--- config.mk ---
export PLATFORM = sky130hd
export DESIGN_NAME = pwm_gen
export DESIGN_NICKNAME = d
export VERILOG_FILES = /design/src/rtl/pwm_gen_pkg.sv /design/src/rtl/pwm_gen_ctrl.sv /design/src/rtl/pwm_gen_dp.sv /design/src/rtl/pwm_gen.sv
export SDC_FILE = /design/constraint.sdc
export NUM_CORES = 1
export LEC_CHECK = 0
export ABC_AREA = 1
export BUFFER_PORTS_ARGS = -buffer_cell sky130_fd_sc_hd__buf_4
export CAP_MARGIN = 20
export CELL_PAD_IN_SITES_DETAIL_PLACEMENT = 1
export CELL_PAD_IN_SITES_GLOBAL_PLACEMENT = 1
export CORE_ASPECT_RATIO = 2
export CORE_MARGIN = 2
export CORE_UTILIZATION = 45
export CTS_CLUSTER_DIAMETER = 40
export DETAILED_ROUTE_END_ITERATION = 16
export PLACE_DENSITY = 0.86
export SLEW_MARGIN = 20
export SYNTH_ARGS = -nofsm -noshare
export SYNTH_HDL_FRONTEND = slang
export SYNTH_SLANG_ARGS = --single-unit
--- constraint.sdc ---
create_clock -name clk -period 4.12 [get_ports clk]
set_clock_uncertainty 0.05 [all_clocks]
set_input_delay 0.412 -clock clk [delete_from_list [all_inputs] [get_ports clk]]
set_output_delay 0.412 -clock clk [all_outputs]
set_load 0.005 [all_outputs]
--- src/rtl/pwm_gen_pkg.sv ---
package pwm_gen_pkg;
  typedef enum logic [1:0] {
    CM_UP      = 2'd0,
    CM_DOWN    = 2'd1,
    CM_CENTER  = 2'd2,
    CM_CENTER2 = 2'd3
  } cnt_mode_e;

  // strobes from request control to the counter datapath
  typedef struct packed {
    logic wrPre;     // write reload/compare preload
    logic forceUpd;  // copy preload to active now and restart counter
  } upd_strobe_t;
endpackage

--- src/rtl/pwm_gen_ctrl.sv ---
module pwm_gen_ctrl
  import pwm_gen_pkg::*;
#(
  parameter int NUM_CH = 4,
  parameter int CNT_W  = 16,
  parameter int REQ_W  = 32,
  parameter int CSEL_W = 3,
  parameter int CH_W   = 2,
  parameter logic [NUM_CH-1:0] HAS_COMP = '1
) (
  input  logic              clk,
  input  logic              rstN,
  input  logic [1:0]        cntMode,
  input  logic              reqValid,
  input  logic [CSEL_W-1:0] reqChannel,
  input  logic              reqComp,
  input  logic              reqInvert,
  input  logic [REQ_W-1:0]  reqPeriod,
  input  logic [REQ_W-1:0]  reqPulse,
  output upd_strobe_t       stb,
  output logic [CH_W-1:0]   chIdx,
  output logic [CNT_W-1:0]  arrVal,
  output logic [CNT_W-1:0]  cmpVal,
  output logic [NUM_CH-1:0] trueEn,
  output logic [NUM_CH-1:0] compEn,
  output logic [NUM_CH-1:0] truePol,
  output logic [NUM_CH-1:0] compPol,
  output logic              reqError
);
  localparam logic [REQ_W:0]   PERIOD_LIM = (REQ_W+1)'(1) << CNT_W;
  localparam logic [CNT_W-1:0] CNT_MAX    = '1;

  logic chOk, hasComp, tooLong, badReq, goodReq, isOff, selEn;
  logic [REQ_W-1:0] arrW, cmpW;

  always_comb begin
    chOk    = (reqChannel != '0) && (reqChannel <= CSEL_W'(NUM_CH));
    chIdx   = chOk ? CH_W'(reqChannel - CSEL_W'(1)) : '0;
    hasComp = HAS_COMP[chIdx];
    tooLong = {1'b0, reqPeriod} > PERIOD_LIM;
    badReq  = !chOk || (reqComp && !hasComp) || tooLong;
    goodReq = reqValid && !badReq;
    isOff   = (reqPeriod == '0);
    selEn   = reqComp ? compEn[chIdx] : trueEn[chIdx];

    // per-mode count adjustment
    if (cntMode[1]) begin
      arrW = reqPeriod >> 1;
      cmpW = reqPulse >> 1;
    end else if (cntMode == CM_DOWN) begin
      arrW = reqPeriod - REQ_W'(1);
      cmpW = reqPulse - REQ_W'(1);
    end else begin
      arrW = reqPeriod - REQ_W'(1);
      cmpW = reqPulse;
    end
    arrVal = CNT_W'(arrW);
    cmpVal = (cmpW > REQ_W'(CNT_MAX)) ? CNT_MAX : CNT_W'(cmpW);

    stb.wrPre    = goodReq && !isOff;
    stb.forceUpd = goodReq && !isOff && !selEn;
  end

  always_ff @(posedge clk) begin
    if (!rstN) begin
      trueEn   <= '0;
      compEn   <= '0;
      truePol  <= '0;
      compPol  <= '0;
      reqError <= 1'b0;
    end else begin
      reqError <= reqValid && badReq;
      if (goodReq) begin
        if (reqComp) begin
          compEn[chIdx] <= !isOff;
          if (!isOff) compPol[chIdx] <= reqInvert;
        end else begin
          trueEn[chIdx] <= !isOff;
          if (!isOff) truePol[chIdx] <= reqInvert;
        end
      end
    end
  end

  p_err_keeps_state_r10: assert property (@(posedge clk) disable iff (!rstN)
    reqError |-> ($stable(trueEn) && $stable(compEn) && $stable(truePol) && $stable(compPol)));

  p_load_enables_r9: assert property (@(posedge clk) disable iff (!rstN)
    (stb.wrPre && !reqComp) |=> trueEn[$past(chIdx)]);
endmodule

--- src/rtl/pwm_gen_dp.sv ---
module pwm_gen_dp
  import pwm_gen_pkg::*;
#(
  parameter int NUM_CH = 4,
  parameter int CNT_W  = 16,
  parameter int PSC_W  = 16,
  parameter int CH_W   = 2
) (
  input  logic              clk,
  input  logic              rstN,
  input  logic [1:0]        cntMode,
  input  logic [PSC_W-1:0]  prescale,
  input  upd_strobe_t       stb,
  input  logic [CH_W-1:0]   chIdx,
  input  logic [CNT_W-1:0]  arrVal,
  input  logic [CNT_W-1:0]  cmpVal,
  input  logic [NUM_CH-1:0] trueEn,
  input  logic [NUM_CH-1:0] compEn,
  input  logic [NUM_CH-1:0] truePol,
  input  logic [NUM_CH-1:0] compPol,
  output logic [NUM_CH-1:0] pwmTrue,
  output logic [NUM_CH-1:0] pwmComp
);
  logic [PSC_W-1:0] pscCnt;
  logic [CNT_W-1:0] cnt, arrPre, arrAct;
  logic [CNT_W-1:0] ccrPre [NUM_CH];
  logic [CNT_W-1:0] ccrAct [NUM_CH];
  logic dirDown, tick, wrapEvt, isDown, isCenter;
  logic [NUM_CH-1:0] refRaw;

  always_comb begin
    isDown   = (cntMode == CM_DOWN);
    isCenter = cntMode[1];
    tick     = (pscCnt >= prescale);
    if (isCenter)    wrapEvt = tick && dirDown && (cnt <= CNT_W'(1));
    else if (isDown) wrapEvt = tick && (cnt == '0);
    else             wrapEvt = tick && (cnt >= arrAct);
  end

  always_ff @(posedge clk) begin
    if (!rstN) begin
      pscCnt  <= '0;
      cnt     <= '0;
      dirDown <= 1'b0;
      arrPre  <= '0;
      arrAct  <= '0;
      for (int i = 0; i < NUM_CH; i++) begin
        ccrPre[i] <= '0;
        ccrAct[i] <= '0;
      end
    end else begin
      if (stb.wrPre) begin
        arrPre        <= arrVal;
        ccrPre[chIdx] <= cmpVal;
      end
      if (stb.forceUpd) begin
        arrAct <= arrVal;
        for (int i = 0; i < NUM_CH; i++)
          ccrAct[i] <= (CH_W'(i) == chIdx) ? cmpVal : ccrPre[i];
        cnt     <= isDown ? arrVal : '0;
        dirDown <= 1'b0;
        pscCnt  <= '0;
      end else begin
        pscCnt <= tick ? '0 : pscCnt + PSC_W'(1);
        if (wrapEvt) begin
          arrAct <= arrPre;
          for (int i = 0; i < NUM_CH; i++) ccrAct[i] <= ccrPre[i];
          cnt     <= isDown ? arrPre : '0;
          dirDown <= 1'b0;
        end else if (tick) begin
          if (isDown) cnt <= cnt - CNT_W'(1);
          else if (!isCenter) cnt <= cnt + CNT_W'(1);
          else if (dirDown) cnt <= cnt - CNT_W'(1);
          else if (cnt >= arrAct) begin
            dirDown <= 1'b1;
            cnt     <= (cnt == '0) ? '0 : cnt - CNT_W'(1);
          end else cnt <= cnt + CNT_W'(1);
        end
      end
    end
  end

  for (genvar g = 0; g < NUM_CH; g++) begin : g_ch
    always_comb begin
      if (isDown || (isCenter && (dirDown || cnt >= arrAct)))
        refRaw[g] = (cnt <= ccrAct[g]);
      else
        refRaw[g] = (cnt < ccrAct[g]);
    end

    always_ff @(posedge clk) begin
      if (!rstN) begin
        pwmTrue[g] <= 1'b0;
        pwmComp[g] <= 1'b0;
      end else begin
        pwmTrue[g] <= trueEn[g] & (refRaw[g] ^ truePol[g]);
        pwmComp[g] <= compEn[g] & (~refRaw[g] ^ compPol[g]);
      end
    end

    p_off_low_r6: assert property (@(posedge clk) disable iff (!rstN)
      (!trueEn[g] |=> !pwmTrue[g]) and (!compEn[g] |=> !pwmComp[g]));

    p_comp_excl_r7: assert property (@(posedge clk) disable iff (!rstN)
      (trueEn[g] && compEn[g] && !truePol[g] && !compPol[g]) |=> !(pwmTrue[g] && pwmComp[g]));
  end

  p_cnt_bound_r2: assert property (@(posedge clk) disable iff (!rstN) cnt <= arrAct);

  p_restart_r9: assert property (@(posedge clk) disable iff (!rstN)
    (stb.forceUpd && !isDown) |=> (cnt == '0));
endmodule

--- src/rtl/pwm_gen.sv ---
module pwm_gen
  import pwm_gen_pkg::*;
#(
  parameter int NUM_CH = 4,
  parameter int CNT_W  = 16,
  parameter int REQ_W  = 32,
  parameter int PSC_W  = 16,
  parameter logic [NUM_CH-1:0] HAS_COMP = 4'b0111,
  localparam int CSEL_W = $clog2(NUM_CH + 1),
  localparam int CH_W   = (NUM_CH > 1) ? $clog2(NUM_CH) : 1
) (
  input  logic              clk,
  input  logic              rstN,
  input  logic [1:0]        cntMode,
  input  logic [PSC_W-1:0]  prescale,
  input  logic              reqValid,
  input  logic [CSEL_W-1:0] reqChannel,
  input  logic              reqComp,
  input  logic              reqInvert,
  input  logic [REQ_W-1:0]  reqPeriod,
  input  logic [REQ_W-1:0]  reqPulse,
  output logic              reqError,
  output logic [NUM_CH-1:0] pwmTrue,
  output logic [NUM_CH-1:0] pwmComp
);
  upd_strobe_t       stb;
  logic [CH_W-1:0]   chIdx;
  logic [CNT_W-1:0]  arrVal, cmpVal;
  logic [NUM_CH-1:0] trueEn, compEn, truePol, compPol;

  pwm_gen_ctrl #(.NUM_CH(NUM_CH), .CNT_W(CNT_W), .REQ_W(REQ_W), .CSEL_W(CSEL_W),
                 .CH_W(CH_W), .HAS_COMP(HAS_COMP)) ctrl_i (
    .clk, .rstN, .cntMode, .reqValid, .reqChannel, .reqComp, .reqInvert,
    .reqPeriod, .reqPulse, .stb, .chIdx, .arrVal, .cmpVal,
    .trueEn, .compEn, .truePol, .compPol, .reqError);

  pwm_gen_dp #(.NUM_CH(NUM_CH), .CNT_W(CNT_W), .PSC_W(PSC_W), .CH_W(CH_W)) dp_i (
    .clk, .rstN, .cntMode, .prescale, .stb, .chIdx, .arrVal, .cmpVal,
    .trueEn, .compEn, .truePol, .compPol, .pwmTrue, .pwmComp);
endmodule

==> impl_metrics.csv <==
group,metric,value,unit
status,status,"finished, final reports clean",
critical_path,worst_ep_required_time,4.13,ns
sta,setup_viol,0,
global_routing,antenna_found_initial,0,
cts,cts_tree,"built",
cts,holdBufCountCts,0,
placement,dpl.hpwl,44570,um
floorplanning,die_w,134.0,um
cts,post_cts_resized,0,
power_and_ir_drop,p_switching,1470,uW
critical_path,critPathMaxFanout,18,
power_and_ir_drop,p_comb_share,10.7,%
yosys,synth_cell_types,49,
cells_and_area,multi_input_area,0.007980,sq mm
detailed_routing,vias_per_cell,5.725,
yosys,async_flop_share,0,%
power_and_ir_drop,p_int,3889,uW
power_and_ir_drop,p_leak,0.008167,uW
detailed_routing,totalWireLength,58490,um
cells_and_area,diodes,0,
detailed_routing,vias,15538,
cells_and_area,areaGrowthSynthToFinish,14.97,%
power_and_ir_drop,ir_drop,0.3140,mV
yosys,syn_inst,2150,
floorplanning,initial_utilization,45.39,%
power_and_ir_drop,p_seq_share,44.6,%
yosys,synth_top_flop_cell,"edfxtp_1",
yosys,ys_ff_latch,218,
global_routing,grt_start_max_net_pins,56,
critical_path,cp.arrival,3.50,ns
placement,io_buffers,98,
power_and_ir_drop,p_clk_share,44.7,%
sta,max_freq,0.2866,GHz
cts,cts.clk_slew.worst_paths,0.06,ns
global_routing,grt_use_total,33.02,%
cts,cts_buffer_depth,3,
sta,worst_pin_slew,0.9275,ns
detailed_routing,wl_per_cell,21.55,um
sta,timing.final.crit_period,3.490,ns
sta,rsz0062_at_grt,"false",
global_routing,grt_pass1_vias,17160,
yosys,synth_warnings,0,
floorplanning,ioPinCount,99,
min_path,hp-class,"in -> reg",
floorplanning,rows,95,
cts,cts.sinks,218,
yosys,syn_avg_cell_area,7.077,sq um
job,cap_viol_max_count,0,
cts,cts-root-buf,"clkbuf_16",
critical_path,crit_type,"reg -> reg",
cts,h-tree-depth,1,
power_and_ir_drop,powerDensity,306.4,mW/mm^2
cts,cts_made_buffers,26,
global_routing,grt_overflow,0,
sta,tns,0,ns
floorplanning,die_h,264.0,um
cells_and_area,seq_area,0.005645,sq mm
sta,hold_violations,0,
cells_and_area,num-fill-cells,4376,
cts,insertion_delay,0.55,ns
sta,post-route-period-util,84.70,%
cts,cts_setup_buffers,0,
placement,gp_congestion,0.9499,
yosys,ys_seq_area_share,37.11,%
power_and_ir_drop,sw_frac_of_total,27.42,%
sta,hold_slack,0.1644,ns
floorplanning,die_area,0.03539,sq mm
critical_path,start_kind,"flip-flop",
cells_and_area,drive_gt1_share,11.41,%
detailed_routing,drc,0,
detailed_routing,drt-initial-drc-count,873,
critical_path,endpoint_kind,"flip-flop",
sta,relSlewSlack,38.02,%
cells_and_area,final_nets,2454,
sta,drv_slew,0,
yosys,synth_area,0.01521,sq mm
yosys,synth_fp_nets,2343,
detailed_routing,antenna_left,0,
floorplanning,coreArea,0.03352,sq mm
yosys,synth_edf_count,128,
global_routing,grt_pass1_wl,90350,um
detailed_routing,drtPass1Iterations,5,
## power by group through the flow
stage               clock [uW]  sequential (uW)  combinational, uW
floorplan                    0             2420                278
global placement             0             2430                538
detailed placement           0             2440                558
CTS                       2410             2390                565
global route              2480             2400                615
finish                    2400             2390                572
## state kept, by name, indices dropped and copies added (netlist names)
signal / cells
ctrl_i.compEn: 4
ctrl_i.truePol: 4
dp_i.arrAct: 16
dp_i.ccrPre: 64
dp_i.ccrAct: 64
dp_i.pwmTrue: 4
dp_i.pscCnt: 16
dp_i.arrPre: 16
dp_i.cnt: 16
dp_i.dirDown: 1
ctrl_i.compPol: 4
ctrl_i.trueEn: 4
dp_i.pwmComp: 4
ctrl_i.reqError: 1
## stage by stage
step | cells | setup slack (ns) | total power (uW) | utilization, % | area, sq um
detailed placement | 2669 | 0.4570 | 2995 | 49.56 | 16610
floorplan | 2150 | 0.7855 | 2700 | - | 15210
global placement | 2669 | 0.6188 | 2972 | 49.56 | 16610
finish | 2714 | 0.6304 | 5359 | 52.18 | 17490
CTS | 2714 | 0.6675 | 5366 | 52.18 | 17490
global route | 2714 | 0.4522 | 5493 | 52.18 | 17490
## critical path, stage by stage (launching register included)
cell and delay, ns:
dfxtp_1 0.77, ha_1 0.39, a21oi_1 0.15, a21oi_1 0.09, nor2_1 0.21, nand2_1 0.21, nand2_1 0.10, nand2_1 0.06
nand2_2 0.18, nand2_2 0.11, inv_2 0.11, nand2_1 0.54
## cells in the mapped netlist (8+ instances only)
cell type | instances | area, sq um
dfxtp_1 | 90 | 1802
nand4_1 | 84 | 525.5
inv_1 | 307 | 1152
nand3_1 | 110 | 550.5
nor2_4 | 8 | 90.09
buf_2 | 24 | 120.1
nor3_1 | 14 | 70.07
inv_2 | 16 | 60.06
clkbuf_1 | 36 | 135.1
a21oi_1 | 147 | 735.7
xor2_1 | 35 | 306.5
ha_1 | 103 | 1289
o21ai_1 | 16 | 80.08
nand2_2 | 9 | 56.30
o21ai_0 | 116 | 580.6
nand3b_1 | 11 | 82.58
nor2_1 | 254 | 953.4
nand2_1 | 545 | 2046
edfxtp_1 | 128 | 3844
nor2_2 | 11 | 68.82
## logic make-up (layout without fill, tap and decap cells)
kind of cell	Yosys count	after routing	synth area share, %
DFF	218	218	37.11
buffers and inverters	404	532	10.58
and+or+nand+nor	1066	1066	30.37
adders and majority gates	103	103	8.470
AOI/OAI and AO/OA	318	318	11.09
muxes	2	2	0.1316
xor gates and xnor gates	39	39	2.245
## path summary, 6_finish.rpt
kind	startpoint	end	slack, ns	depth (start not counted)
max	dp_i.cnt[11]$_SDFFE_PN0P_	dp_i.ccrAct[1][7]$_SDFFCE_PP0P_	0.63	11
min	reqValid	ctrl_i.reqError$_SDFF_PN0_	0.16	3
max reg2reg	dp_i.cnt[11]$_SDFFE_PN0P_	dp_i.ccrAct[1][7]$_SDFFCE_PP0P_	0.63	11
min reg2reg	ctrl_i.compPol[3]$_SDFFE_PN0P_	ctrl_i.compPol[3]$_SDFFE_PN0P_	0.40	2
## layout make-up
type / count / share of cell area, %
tap: 436 / 3.119
sequential: 218 / 32.27
inverter: 327 / 7.017
clock inverter: 15 / 0.8584
multi-input combinational: 1528 / 45.62
timing repair buffer: 160 / 6.938
clock buffer: 30 / 4.170
## layer usage
layer | vias to the layer above | wire, um | track usage [%]
met4 | 0 | 6719 | 30.78
li1 | 7240 | - | -
met5 | - | 0 | 0
met2 | 470 | 32040 | 64.53
met1 | 7531 | 17790 | 27.69
met3 | 297 | 1938 | 3.723
## cells in the final DEF (no fill, tap or decap), drive strengths merged, types with 3 or more instances in the layout
cell,synthesis,layout
a211oi,3,3
a21oi,148,148
a31oi,6,6
buf,41,160
clkbuf,36,30
clkinv,4,12
dfxtp,90,90
edfxtp,128,128
ha,103,103
inv,323,329
nand2,554,554
nand3,113,113
nand3b,11,11
nand4,84,84
nor2,275,275
nor3,14,14
nor3b,5,5
nor4,4,4
o21a,3,3
o21ai,133,133
o221ai,3,3
o22ai,7,7
o31ai,3,3
or2,4,4
xnor2,4,4
xor2,35,35
Note: power is estimated with default switching activity, not from simulation.
